[config.mk]
export PLATFORM = sky130hd
export DESIGN_NAME = irq_prio_ctrl
export DESIGN_NICKNAME = d
export VERILOG_FILES = /design/src/rtl/irq_pkg.sv /design/src/rtl/irq_setclr_reg.sv /design/src/rtl/irq_frame_timer.sv /design/src/rtl/irq_level_enc.sv /design/src/rtl/irq_prio_ctrl.sv
export SDC_FILE = /design/constraint.sdc
export NUM_CORES = 1
export LEC_CHECK = 0
export BUFFER_PORTS_ARGS = -buffer_cell sky130_fd_sc_hd__buf_2
export CAP_MARGIN = 30
export CELL_PAD_IN_SITES_DETAIL_PLACEMENT = 2
export CELL_PAD_IN_SITES_GLOBAL_PLACEMENT = 2
export CORE_ASPECT_RATIO = 1.1
export CORE_MARGIN = 2
export CORE_UTILIZATION = 33
export CTS_CLUSTER_DIAMETER = 30
export DETAILED_ROUTE_END_ITERATION = 16
export GPL_TIMING_DRIVEN = 0
export PLACE_DENSITY = 0.84
export SLEW_MARGIN = 25
export SYNTH_ARGS = -nofsm -noshare
export SYNTH_HDL_FRONTEND = slang
export SYNTH_SLANG_ARGS = --single-unit
[constraint.sdc]
create_clock -name clk -period 2.9 [get_ports clk]
set_clock_uncertainty 0.05 [all_clocks]
set_input_delay 0.58 -clock clk [delete_from_list [all_inputs] [get_ports clk]]
set_output_delay 0.58 -clock clk [all_outputs]
set_load 0.05 [all_outputs]
[src/rtl/irq_pkg.sv]
package irq_pkg;

    localparam int NSRC   = 14;
    localparam int EN_W   = NSRC + 1;
    localparam int DATA_W = 16;
    localparam int ADDR_W = 9;
    localparam int LVL_W  = 3;

    // Bit position of the master enable inside the enable register
    localparam int MASTER_BIT = NSRC;

    localparam logic [ADDR_W-1:0] OFS_EN_RD = 9'h01C;
    localparam logic [ADDR_W-1:0] OFS_RQ_RD = 9'h01E;
    localparam logic [ADDR_W-1:0] OFS_EN_WR = 9'h09A;
    localparam logic [ADDR_W-1:0] OFS_RQ_WR = 9'h09C;

    // Source bit positions
    localparam int SRC_SER_TX  = 0;
    localparam int SRC_DSK_BLK = 1;
    localparam int SRC_SOFT    = 2;
    localparam int SRC_PORTS   = 3;
    localparam int SRC_COPPER  = 4;
    localparam int SRC_VBLANK  = 5;
    localparam int SRC_BLIT    = 6;
    localparam int SRC_AUD0    = 7;
    localparam int SRC_AUD3    = 10;
    localparam int SRC_SER_RX  = 11;
    localparam int SRC_DSK_SYN = 12;
    localparam int SRC_EXT     = 13;

    typedef enum logic [LVL_W-1:0] {
        LVL_NONE = 3'd0,
        LVL_1    = 3'd1,
        LVL_2    = 3'd2,
        LVL_3    = 3'd3,
        LVL_4    = 3'd4,
        LVL_5    = 3'd5,
        LVL_6    = 3'd6
    } irq_lvl_e;

    typedef enum logic [1:0] {
        SC_IDLE  = 2'd0,
        SC_SET   = 2'd1,
        SC_CLEAR = 2'd2
    } sc_op_e;

    // Per-group occupancy vector; index = level - 1
    typedef struct packed {
        logic g6;
        logic g5;
        logic g4;
        logic g3;
        logic g2;
        logic g1;
    } grp_hits_t;

    function automatic grp_hits_t group_hits(input logic [NSRC-1:0] pend);
        grp_hits_t h;
        h.g6 = pend[SRC_EXT];
        h.g5 = pend[SRC_SER_RX] | pend[SRC_DSK_SYN];
        h.g4 = |pend[SRC_AUD3:SRC_AUD0];
        h.g3 = pend[SRC_COPPER] | pend[SRC_VBLANK] | pend[SRC_BLIT];
        h.g2 = pend[SRC_PORTS];
        h.g1 = pend[SRC_SER_TX] | pend[SRC_DSK_BLK] | pend[SRC_SOFT];
        return h;
    endfunction

    function automatic irq_lvl_e top_level(input grp_hits_t h);
        irq_lvl_e l;
        if (h.g6)      l = LVL_6;
        else if (h.g5) l = LVL_5;
        else if (h.g4) l = LVL_4;
        else if (h.g3) l = LVL_3;
        else if (h.g2) l = LVL_2;
        else if (h.g1) l = LVL_1;
        else           l = LVL_NONE;
        return l;
    endfunction

    function automatic sc_op_e decode_op(input logic wr, input logic hit,
                                         input logic polarity);
        if (!(wr && hit)) return SC_IDLE;
        return polarity ? SC_SET : SC_CLEAR;
    endfunction

endpackage

[src/rtl/irq_setclr_reg.sv]
module irq_setclr_reg
    import irq_pkg::*;
#(
    parameter int W = 14
) (
    input  logic         clk,
    input  logic         rst,
    input  sc_op_e       op,
    input  logic [W-1:0] mask,
    input  logic [W-1:0] hw_set,
    output logic [W-1:0] q
);

    // One flop per bit; a hardware set is applied after the software
    // action so that it overrides a simultaneous clear.
    for (genvar i = 0; i < W; i++) begin : g_bit
        logic sw_next;
        always_comb begin
            unique case (op)
                SC_SET:   sw_next = q[i] | mask[i];
                SC_CLEAR: sw_next = q[i] & ~mask[i];
                default:  sw_next = q[i];
            endcase
        end
        always_ff @(posedge clk) begin
            if (rst) q[i] <= 1'b0;
            else     q[i] <= sw_next | hw_set[i];
        end
    end

endmodule

[src/rtl/irq_frame_timer.sv]
module irq_frame_timer #(
    parameter int LINES = 312,
    localparam int CW = (LINES > 1) ? $clog2(LINES) : 1
) (
    input  logic          clk,
    input  logic          rst,
    input  logic          line_tick,
    output logic [CW-1:0] line_cnt,
    output logic          frame_wrap
);

    localparam logic [CW-1:0] LAST = CW'(LINES - 1);

    logic at_last;
    assign at_last    = (line_cnt == LAST);
    assign frame_wrap = line_tick && at_last;

    always_ff @(posedge clk) begin
        if (rst)             line_cnt <= '0;
        else if (frame_wrap) line_cnt <= '0;
        else if (line_tick)  line_cnt <= line_cnt + CW'(1);
    end

endmodule

[src/rtl/irq_level_enc.sv]
module irq_level_enc
    import irq_pkg::*;
(
    input  logic            clk,
    input  logic            rst,
    input  logic [NSRC-1:0] req,
    input  logic [EN_W-1:0] en,
    output irq_lvl_e        level
);

    logic [NSRC-1:0] pend;
    grp_hits_t       hits;
    irq_lvl_e        level_d;

    assign pend    = req & en[NSRC-1:0];
    assign hits    = group_hits(pend);
    assign level_d = en[MASTER_BIT] ? top_level(hits) : LVL_NONE;

    always_ff @(posedge clk) begin
        if (rst) level <= LVL_NONE;
        else     level <= level_d;
    end

endmodule

[src/rtl/irq_prio_ctrl.sv]
module irq_prio_ctrl
    import irq_pkg::*;
#(
    parameter int LINES = 312
) (
    input  logic                 clk,
    input  logic                 rst,
    input  logic [ADDR_W-1:0]    bus_addr,
    input  logic                 bus_wr,
    input  logic                 bus_rd,
    input  logic [DATA_W-1:0]    bus_wdata,
    output logic [DATA_W-1:0]    bus_rdata,
    input  logic [NSRC-1:0]      src_pulse,
    input  logic                 line_tick,
    input  logic                 iack,
    output logic                 autovec,
    output logic [LVL_W-1:0]     irq_level
);

    localparam int CW = (LINES > 1) ? $clog2(LINES) : 1;

    logic [NSRC-1:0] req_q;
    logic [EN_W-1:0] en_q;
    logic [NSRC-1:0] hw_req;
    logic [CW-1:0]   line_cnt;
    logic            frame_wrap;
    sc_op_e          en_op;
    sc_op_e          rq_op;
    irq_lvl_e        level;
    logic            polarity;

    assign polarity = bus_wdata[DATA_W-1];
    assign en_op    = decode_op(bus_wr, bus_addr == OFS_EN_WR, polarity);
    assign rq_op    = decode_op(bus_wr, bus_addr == OFS_RQ_WR, polarity);

    irq_frame_timer #(.LINES(LINES)) u_frame (
        .clk        (clk),
        .rst        (rst),
        .line_tick  (line_tick),
        .line_cnt   (line_cnt),
        .frame_wrap (frame_wrap)
    );

    always_comb begin
        hw_req             = src_pulse;
        hw_req[SRC_VBLANK] = src_pulse[SRC_VBLANK] | frame_wrap;
    end

    irq_setclr_reg #(.W(NSRC)) u_req (
        .clk    (clk),
        .rst    (rst),
        .op     (rq_op),
        .mask   (bus_wdata[NSRC-1:0]),
        .hw_set (hw_req),
        .q      (req_q)
    );

    irq_setclr_reg #(.W(EN_W)) u_en (
        .clk    (clk),
        .rst    (rst),
        .op     (en_op),
        .mask   (bus_wdata[EN_W-1:0]),
        .hw_set ('0),
        .q      (en_q)
    );

    irq_level_enc u_enc (
        .clk   (clk),
        .rst   (rst),
        .req   (req_q),
        .en    (en_q),
        .level (level)
    );

    always_comb begin
        bus_rdata = '0;
        if (bus_rd) begin
            if (bus_addr == OFS_EN_RD)      bus_rdata[EN_W-1:0] = en_q;
            else if (bus_addr == OFS_RQ_RD) bus_rdata[NSRC-1:0] = req_q;
        end
    end

    assign irq_level = level;
    assign autovec   = iack;

endmodule

# [Yosys cells after proc, flatten, opt, wreduce, memory -nomap -nowiden]
# Index checks and enable logic that the tools add are counted.
[totals] regBits=41 wordCells=187 out_inout_bits=20
[op_classes] n_mux=42 n_eq_ne=9 n_addsub=1 bitwise=95 n_reduce_logical=8
[ops] cell="$pmux 1 s2" count=29
[ops] cell="$or 1x1->1" count=49
[ops] cell="$and 1x1->1" count=29
[ops] cell="$mux 14" count=2
[ops] cell="$eq 9x5->1 const B" count=2
[ops] cell="$eq 9x8->1 const B" count=2
[ops] cell="$not 1->1" count=16
[ops] cell="$mux 15" count=1
[ops] cell="$mux 3" count=5
[ops] cell="$and 14x14->14" count=1
[ops] cell="$add 9x1->9 const B" count=1
[ops] cell="$eq 9x9->1 const B" count=1
[ops] cell="$mux 2" count=3
[ops] cell="$eq 2x1->1 const B" count=2
[ops] cell="$eq 2x2->1 const B" count=2
[ops] cell="$reduce_or 2->1" count=2
[ops] cell="$reduce_or 4->1" count=1
[ops] cell="$logic_and 1x1->1" count=3
[ops] cell="$reduce_or 3->1" count=1
[ops] cell="$mux 1" count=2
[ops] cell="$reduce_bool 2->1" count=1

# [Logic depth before layout (Yosys ltp)]
# Gate-level depths: netlist (run 1).
[depth] depth_word=9 ltp_mapped=7 ltp_nobuf=5

# [Cells and area by module]
# From an unflattened synthesis (run 1), not the netlist that was laid out.
[unflattened] hier_cells=282 hier_area_um2=2591.2
[modules_own_cells] module="irq_setclr_reg (u_en)" area_per_inst_um2=797.0 seq_area_each_um2=300.3 cells_each=86 n_inst=1
[modules_own_cells] module="irq_setclr_reg (u_req)" area_per_inst_um2=747.0 seq_area_each_um2=280.3 cells_each=81 n_inst=1
[modules_own_cells] module="irq_frame_timer" area_per_inst_um2=442.9 seq_area_each_um2=180.2 cells_each=47 n_inst=1
[modules_own_cells] module="irq_prio_ctrl" area_per_inst_um2=430.4 seq_area_each_um2=0.0 cells_each=50 n_inst=1
[modules_own_cells] module="irq_level_enc" area_per_inst_um2=173.9 seq_area_each_um2=60.1 cells_each=18 n_inst=1

# [Worst setup path before layout (run 1)]
# OpenSTA, ideal clock, no wires.
[synth_path] path_kind="input to output" from="input bus_addr[6]" to="output bus_rdata[3]" n_path_buf=1 cell_stages=5 required_ps=2270 t_arrival_ps=1987 setup_slack_ps=283 path_cell_list="and4bb_2 and4b_1 buf_6 a22oi_1 nor2b_1"
[synth_between] elab_chain_cells=4 elab_cells_between_ends=5 cone_classes="2 x eq/ne; 3 x mux"
[synth_rtl] item="start, declared" line="irq_prio_ctrl.sv:8" rtl="input logic [ADDR_W-1:0] bus_addr,"
[synth_rtl] item="$eq 9x5->1" line="irq_prio_ctrl.sv:79" rtl="else if (bus_addr == OFS_RQ_RD) bus_rdata[NSRC-1:0] = req_q;"
[synth_rtl] item="$mux 14" line="irq_prio_ctrl.sv:79"
[synth_rtl] item="$mux 14 (*)" line="irq_prio_ctrl.sv:78" rtl="if (bus_addr == OFS_EN_RD) bus_rdata[EN_W-1:0] = en_q;"
[synth_rtl] item="$mux 15 (*)" line="irq_prio_ctrl.sv:77" rtl="if (bus_rd) begin"
[synth_rtl] item="end, declared" line="irq_prio_ctrl.sv:12" rtl="output logic [DATA_W-1:0] bus_rdata,"
# Mark *: on every way between the ends. The rest lies on a longest branch, timed or not.

# [Worst setup path in the final report (run 1)]
[layout_path] from="input bus_addr[0]" to="output bus_rdata[14]"
[layout_between] elab_chain_cells=3
[layout_rtl] item="$eq 9x5->1" line="irq_prio_ctrl.sv:78"
[layout_rtl] item="$mux 1" line="irq_prio_ctrl.sv:78"
[layout_rtl] item="$mux 15" line="irq_prio_ctrl.sv:77"
# No other way between the ends.

==> results of run 1 <==
## final timing paths
kind / startpoint / slack, ns / endpoint
min reg2reg: u_req.q[2] / 0.43 / u_req.q[2]
max: bus_addr[0] / 0.15 / bus_rdata[14]
min: u_req.q[2] / 0.43 / u_req.q[2]
max reg2reg: u_frame.line_cnt[0] / 1.40 / u_frame.line_cnt[6]
## cells by family after synthesis
| group | count (synthesis) | share of synthesized area, % |
|---|---|---|
| other | 1 | 0.1646 |
| buffers and inverters | 23 | 7.358 |
| xor gates and xnor gates | 7 | 2.691 |
| AOI/OAI and AO/OA | 55 | 18.29 |
| adders and majority gates | 1 | 0.5491 |
| and+or+nand+nor | 108 | 27.90 |
| DFF | 41 | 36.02 |
| muxes | 16 | 7.029 |
## cell usage after synthesis, drive strengths merged
master | count | area, um^2
dfxtp | 41 | 820.8
nand4 | 29 | 181.4
nor2 | 25 | 93.84
nand2 | 19 | 71.32
a22oi | 17 | 177.7
buf | 17 | 145.1
a21oi | 16 | 80.08
mux2i | 16 | 160.2
a31oi | 14 | 93.84
nor2b | 14 | 112.6
clkbuf | 6 | 22.52
nand3 | 5 | 30.03
and3 | 4 | 25.02
xor2 | 4 | 35.03
xnor2 | 3 | 26.28
a222oi | 2 | 20.02
and4 | 2 | 17.52
and4b | 2 | 20.02
and4bb | 2 | 28.78
o21ai | 2 | 10.00
a21o | 1 | 7.510
a221oi | 1 | 8.760
a41o | 1 | 10.01
a41oi | 1 | 8.760
and2 | 1 | 6.260
and3b | 1 | 8.760
conb | 1 | 3.750
ha | 1 | 12.51
nand2b | 1 | 6.260
nor3b | 1 | 18.77
nor4b | 1 | 8.760
or3 | 1 | 6.260
## routing by layer
metal	global-route usage [%]	share of wire [%]	routed length, um
met3	3.636	4.3	321
met4	6.011	1.9	139
met2	37.50	52	3886
met5	0	0	0
met1	24.36	42	3139
## placed cells by master, fill, tap and decap left out, types with 5 or more instances in the layout
| cell type | Yosys | layout |
|---|---|---|
| clkbuf_1 | 6 | 6 |
| nor2_1 | 25 | 25 |
| dfxtp_1 | 41 | 41 |
| nand2_1 | 19 | 19 |
| mux2i_1 | 16 | 16 |
| nor2b_2 | 10 | 10 |
| buf_2 | 7 | 68 |
| a21oi_1 | 16 | 16 |
| nand4_1 | 29 | 29 |
| a22oi_1 | 7 | 7 |
| a22oi_2 | 10 | 10 |
| a31oi_1 | 13 | 13 |
| clkbuf_8 | 0 | 5 |
## worst min-delay path: stages (launching register included)
cell,delay (ns)
dfxtp_1,0.33
nand2_1,0.06
a21oi_1,0.05
## power by group
group,internal (mW),total (mW),switching [mW]
logic,0.0528,0.128,0.0749
registers,0.580,0.597,0.0169
clock network,0.166,0.380,0.214
## layout make-up
type / instances / area [um^2] / share of cell area (%)
buffer: 23 / 167.7 / 6.047
timing repair buffer: 61 / 305.3 / 11.01
sequential: 41 / 820.8 / 29.60
tap: 82 / 102.6 / 3.700
multi-input combinational: 188 / 1290 / 46.53
clock inverter: 3 / 17.52 / 0.6318
clock buffer: 5 / 68.82 / 2.482
==> metrics.md, run 1 <==
| Metric | Value |
|---|---|
| Status | complete, no violations |
| Avg WL per Cell | between 15 and 20 um |
| Core area | between 6000 and 7000 um^2 |
| CTS tree | done |
| YS warnings | 0 |
| Cts repair resizes | 0 |
| Vias/cell | 5.591 |
| Clock sinks | 41 |
| Initial antenna violation count | 0 |
| Clock latency on the worst-skew pair | roughly 0.3 ns |
| Root Driver | clkbuf_8 |
| Syn Nets | between 200 and 300 |
| Num ports | between 60 and 70 |
| Max incr delay on CP | just under 0.4 ns |
| Cell Chain, Critical Path | buf_2 > nor3b_4 > and4bb_4 > buf_6 > and3_1 > buf_2 |
| Hold_buf cts | 0 |
| CP endpoint kind | output pin |
| Post-Syn Area | roughly 2300 um^2 |
| Inst Count DP | just under 400 |
| Starting Density | 34.35% |
| Buf+Inv Stages, Crit Path | 3 |
| Min Hold Slack | about 0.43 ns |
| Tmin final | ~2.7 ns |
| Tightest Pin Transition | about 0.6 ns |
| Antenna Cells | 0 |
| Setup CP Type | in -> out |
| CTS Buf Count | 5 |
| Yosys cell types | 42 |
| H-tree levels | 2 |
| GRT Residual Overflow | 0 |
| Die X | 83.23 um |
| Die H | ~90 um |
| Crit path depth | 6 |
| Overall power | around 1.1 mW |
| Worst path slowest cell | nor3b_4 |
| GRT Overall Usage | 20.52% |
| Worst EP arrival | between 2 and 2.5 ns |
| Worst slew margin | 59.51% |
| Share of layout cells above drive strength 1 | about a third |
| Design area | between 2000 and 3000 um^2 |
| Hold path depth | 2 |
| Static leakage | around 1.2 nW |
| Drt initial violations | 57 |
| Final instance count without filler cells | roughly 400 |
| Via Count | around 2300 |
| Setup Slack @ Placement | 0.1777 ns |
| Final Hold Fails | 0 |
| Placement Cell Area | approximately 2700 um^2 |
| Vias in the first global route | 2427 |
| Final net count | 366 |
| Finished Core Util | roughly two fifths |
| Routability congestion estimate from global placement | roughly 0.74 |
| Crit-path leading delay family | simple AND/OR/NAND/NOR gates |
| Sequential element share of the synthesized area | 36.02% |
| Pin count of the biggest net entering global routing | 14 |
| Power per cell area | roughly 400 nW/um^2 |
| Startpoint Class | input port |
| Clock Tree Buf Depth | 2 |
| Final period util | 94.77% |
| Fillers | 765 |
| Crit-path max FO | 10 |
| FF-to-FF path depth | 5 |
| Final antenna-violating net count | 0 |
| FP Rows | 31 |
| Worst path most repeated cell | buf_2 |
| Die Area | about 7600 um^2 |
| First-pass GRT wire length | 12380 um |
| Post-DP HPWL | slightly below 6000 um |
| Synth Area per Inst | between 9 and 10 um^2 |
| DRT Wirelength | between 7000 and 8000 um |
| Gate Count Post-Synth | about 250 |
| Synth Register Bits | a little over 40 |
| Area Overhead vs Synth | 21.69% |
| Port Buffers | 61 |
| Final Slew Violations | 0 |
| Setup Buffers After CTS | 0 |
| Total negative slack | 0 ns |
| Max Cap Viol | 0 |
| Final setup margin | 0.1515 ns |
| Pre-antenna DRT Iters | 4 |
| # DRC | 0 |
| Final setup viols | 0 |
| CP Data Required Time | approximately 2.3 ns |
| Hold/Removal Path Class | reg -> reg |
| F_max | between 300 and 400 MHz |
| VDD IR max | approximately 0.22 mV |
| Clock slew at reported path FFs | ~0.07 ns |
| RSZ-0062 raised after global routing | no |
Note: power is estimated with default switching activity, not from simulation.
==> run 2, diff against run 1 <==
- PLACE_DENSITY: 0.84 -> 0.95
- REMOVE_ABC_BUFFERS: unset -> 1
==> run 2 against run 1 <==
Compared with the run above: flip-flop and latch count stayed put; final area down 2.0%; setup slack lost 0.10 ns; global-route usage is 2.2 points higher; fmax decreased by 3.7%; worst hold slack gained 0.013 ns; non-clock buffer count shrank 16; sequential power hardly changed; cell count shrank 3.7%; largest power group unchanged; highest routed layer unchanged.
==> metrics.md, run 2 (synthesis results as in run 1) <==
| Metric | Value |
|---|---|
| DRT Wirelength | 8759 um (was 7486 um) |
| Worst path slowest cell | and4bb_4 (was nor3b_4) |
| Initial antenna violation count | 0 (unchanged) |
| Commonest non-fill, non-tap cells in the layout | buf_2 (61), dfxtp_1 (41), nand4_1 (29), nor2_1 (24), nand2_1 (19) (was buf_2 (68), dfxtp_1 (41), nand4_1 (29), nor2_1 (25), nand2_1 (19)) |
| Tmin final | 2.853 ns (was 2.748 ns) |
| Final Hold Fails | 0 (unchanged) |
| Final period util | 98.37% (was 94.77%) |
| Final Slew Violations | 0 (unchanged) |
| Worst slew margin | 47.96% (was 59.51%) |
| Status | complete, no violations (unchanged) |
| Starting Density | 34.35% (unchanged) |
| Total negative slack | 0 ns (unchanged) |
| Antenna Cells | 0 (unchanged) |
| F_max | 350.6 MHz (was 363.8 MHz) |
| Final setup margin | 0.04739 ns (was 0.1515 ns) |
| Clock latency on the worst-skew pair | 0.30 ns (about the same) |
| RSZ-0062 raised after global routing | no (unchanged) |
| CTS Buf Count | 5 (unchanged) |
| CP Data Required Time | 2.27 ns (about the same) |
| Commonest non-fill, non-tap cell in the layout | buf_2 (unchanged) |
| Die Area | 7586 um^2 (unchanged) |
| Static leakage | 1.143 nW (was 1.199 nW) |
| Die H | 91.15 um (unchanged) |
| Design area | 2718 um^2 (was 2773 um^2) |
| GRT Residual Overflow | 0 (unchanged) |
| Drt initial violations | 94 (was 57) |
| Worst EP arrival | 2.22 ns (was 2.12 ns) |
| Tightest Pin Transition | 0.7798 ns (was 0.6074 ns) |
| Final antenna-violating net count | 0 (unchanged) |
| R2r setup slk | 1.32 ns (was 1.40 ns) |
| Routability congestion estimate from global placement | 0.7734 (was 0.7424) |
| # DRC | 0 (unchanged) |
| CP endpoint kind | output pin (unchanged) |
| Cell Chain, Critical Path | buf_2 > and4bb_4 > and4b_4 > buf_12 > a22oi_2 > nor2b_2 > buf_2 (was buf_2 > nor3b_4 > and4bb_4 > buf_6 > and3_1 > buf_2) |
| Setup CP Type | in -> out (unchanged) |
| GRT Overall Usage | 22.73% (was 20.52%) |
| Port Buffers | 61 (unchanged) |
| Core area | 6633 um^2 (unchanged) |
| Hold/Removal Path Class | reg -> reg (unchanged) |
| Post-DP HPWL | 5430 um (was 5813 um) |
| Min Hold Slack | 0.4456 ns (was 0.4330 ns) |
| First-pass GRT wire length | 13670 um (was 12380 um) |
| Die X | 83.23 um (unchanged) |
| Vias/cell | 5.951 (was 5.591) |
| Final setup viols | 0 (unchanged) |
| Worst path most repeated cell | buf_2 (unchanged) |
| Via Count | 2309 (was 2253) |
| Max Cap Viol | 0 (unchanged) |
| Avg WL per Cell | 22.57 um (was 18.58 um) |
| H-tree levels | 2 (unchanged) |
| Crit-path max FO | 16 (was 10) |
| VDD IR max | 0.1997 mV (was 0.2172 mV) |
| CTS tree | done (unchanged) |
| Pre-antenna DRT Iters | 4 (unchanged) |
| Overall power | 1.109 mW (was 1.104 mW) |
| Vias in the first global route | 2617 (was 2427) |
| Area Overhead vs Synth | 19.28% (was 21.69%) |
| Startpoint Class | input port (unchanged) |
| Final net count | 351 (was 366) |
| Placement Cell Area | 2521 um^2 (was 2686 um^2) |
| Setup Slack @ Placement | -0.6616 ns (was 0.1777 ns) |
| Clock Tree Buf Depth | 2 (unchanged) |
| Power per cell area | 408.2 nW/um^2 (was 398.4 nW/um^2) |
| Clock slew at reported path FFs | 0.08 ns (was 0.07 ns) |
| Clock sinks | 41 (unchanged) |
| FP Rows | 31 (unchanged) |
| Hold_buf cts | 0 (unchanged) |
| Root Driver | clkbuf_8 (unchanged) |
| Share of layout cells above drive strength 1 | 33.99% (was 34.58%) |
| Max incr delay on CP | 0.51 ns (was 0.39 ns) |
| Num ports | 65 (unchanged) |
| Pin count of the biggest net entering global routing | 33 (was 14) |
==> run 2: per-stage QoR <==
| stage | utilization, % | instances |
|---|---|---|
| 4_1_cts | 39.95 | 384 |
| 3_5_place_dp | 38.01 | 372 |
| 6_report | 40.97 | 388 |
| 3_3_place_gp | 37.97 | 372 |
| 2_1_floorplan | - | 229 |
| 5_1_grt | 40.97 | 388 |
==> run 2: final timing paths <==
check | end | start | cells past startpoint
setup reg to reg | u_frame.line_cnt[7] | u_frame.line_cnt[3] | 3
hold / removal | u_req.q[2] | u_req.q[2] | 2
hold reg to reg | u_req.q[2] | u_req.q[2] | 2
setup / recovery | bus_rdata[7] | bus_addr[5] | 7
==> run 2: area by class of cell <==
| type | count | area (um^2) |
|---|---|---|
| multi-input combinational | 189 | 1313 |
| sequential | 41 | 820.8 |
| fill | 756 | 3915 |
| timing repair buffer | 68 | 395.4 |
| clock buffer | 5 | 68.82 |
| tap | 82 | 102.6 |
| clock inverter | 3 | 17.52 |
==> run 2: what timing repair did <==
action,4_1_cts,5_1_grt
endpoints found under the setup margin,15,9
buffers inserted,3,4
gates resized for setup,3,0
pin swaps,2,2
gates cloned,1,0
==> run 2: critical path: cells and delay by family <==
kind	cells	cell delay (ns)
AO/OA/AOI/OAI	1	0.09
AND/OR/NAND/NOR	3	0.98
buffers and inverters	3	0.55
==> run 2: routing by layer <==
layer,GRT usage (%),share of wire (%)
met1,24.53,39
met2,42.34,52
met3,4.182,4.5
met4,10.79,4.2
met5,0,0
==> run 2: power breakdown <==
| group | switching (mW) | internal [mW] |
|---|---|---|
| Sequential | 0.0174 | 0.580 |
| Clock | 0.218 | 0.167 |
| Combinational | 0.0788 | 0.0484 |
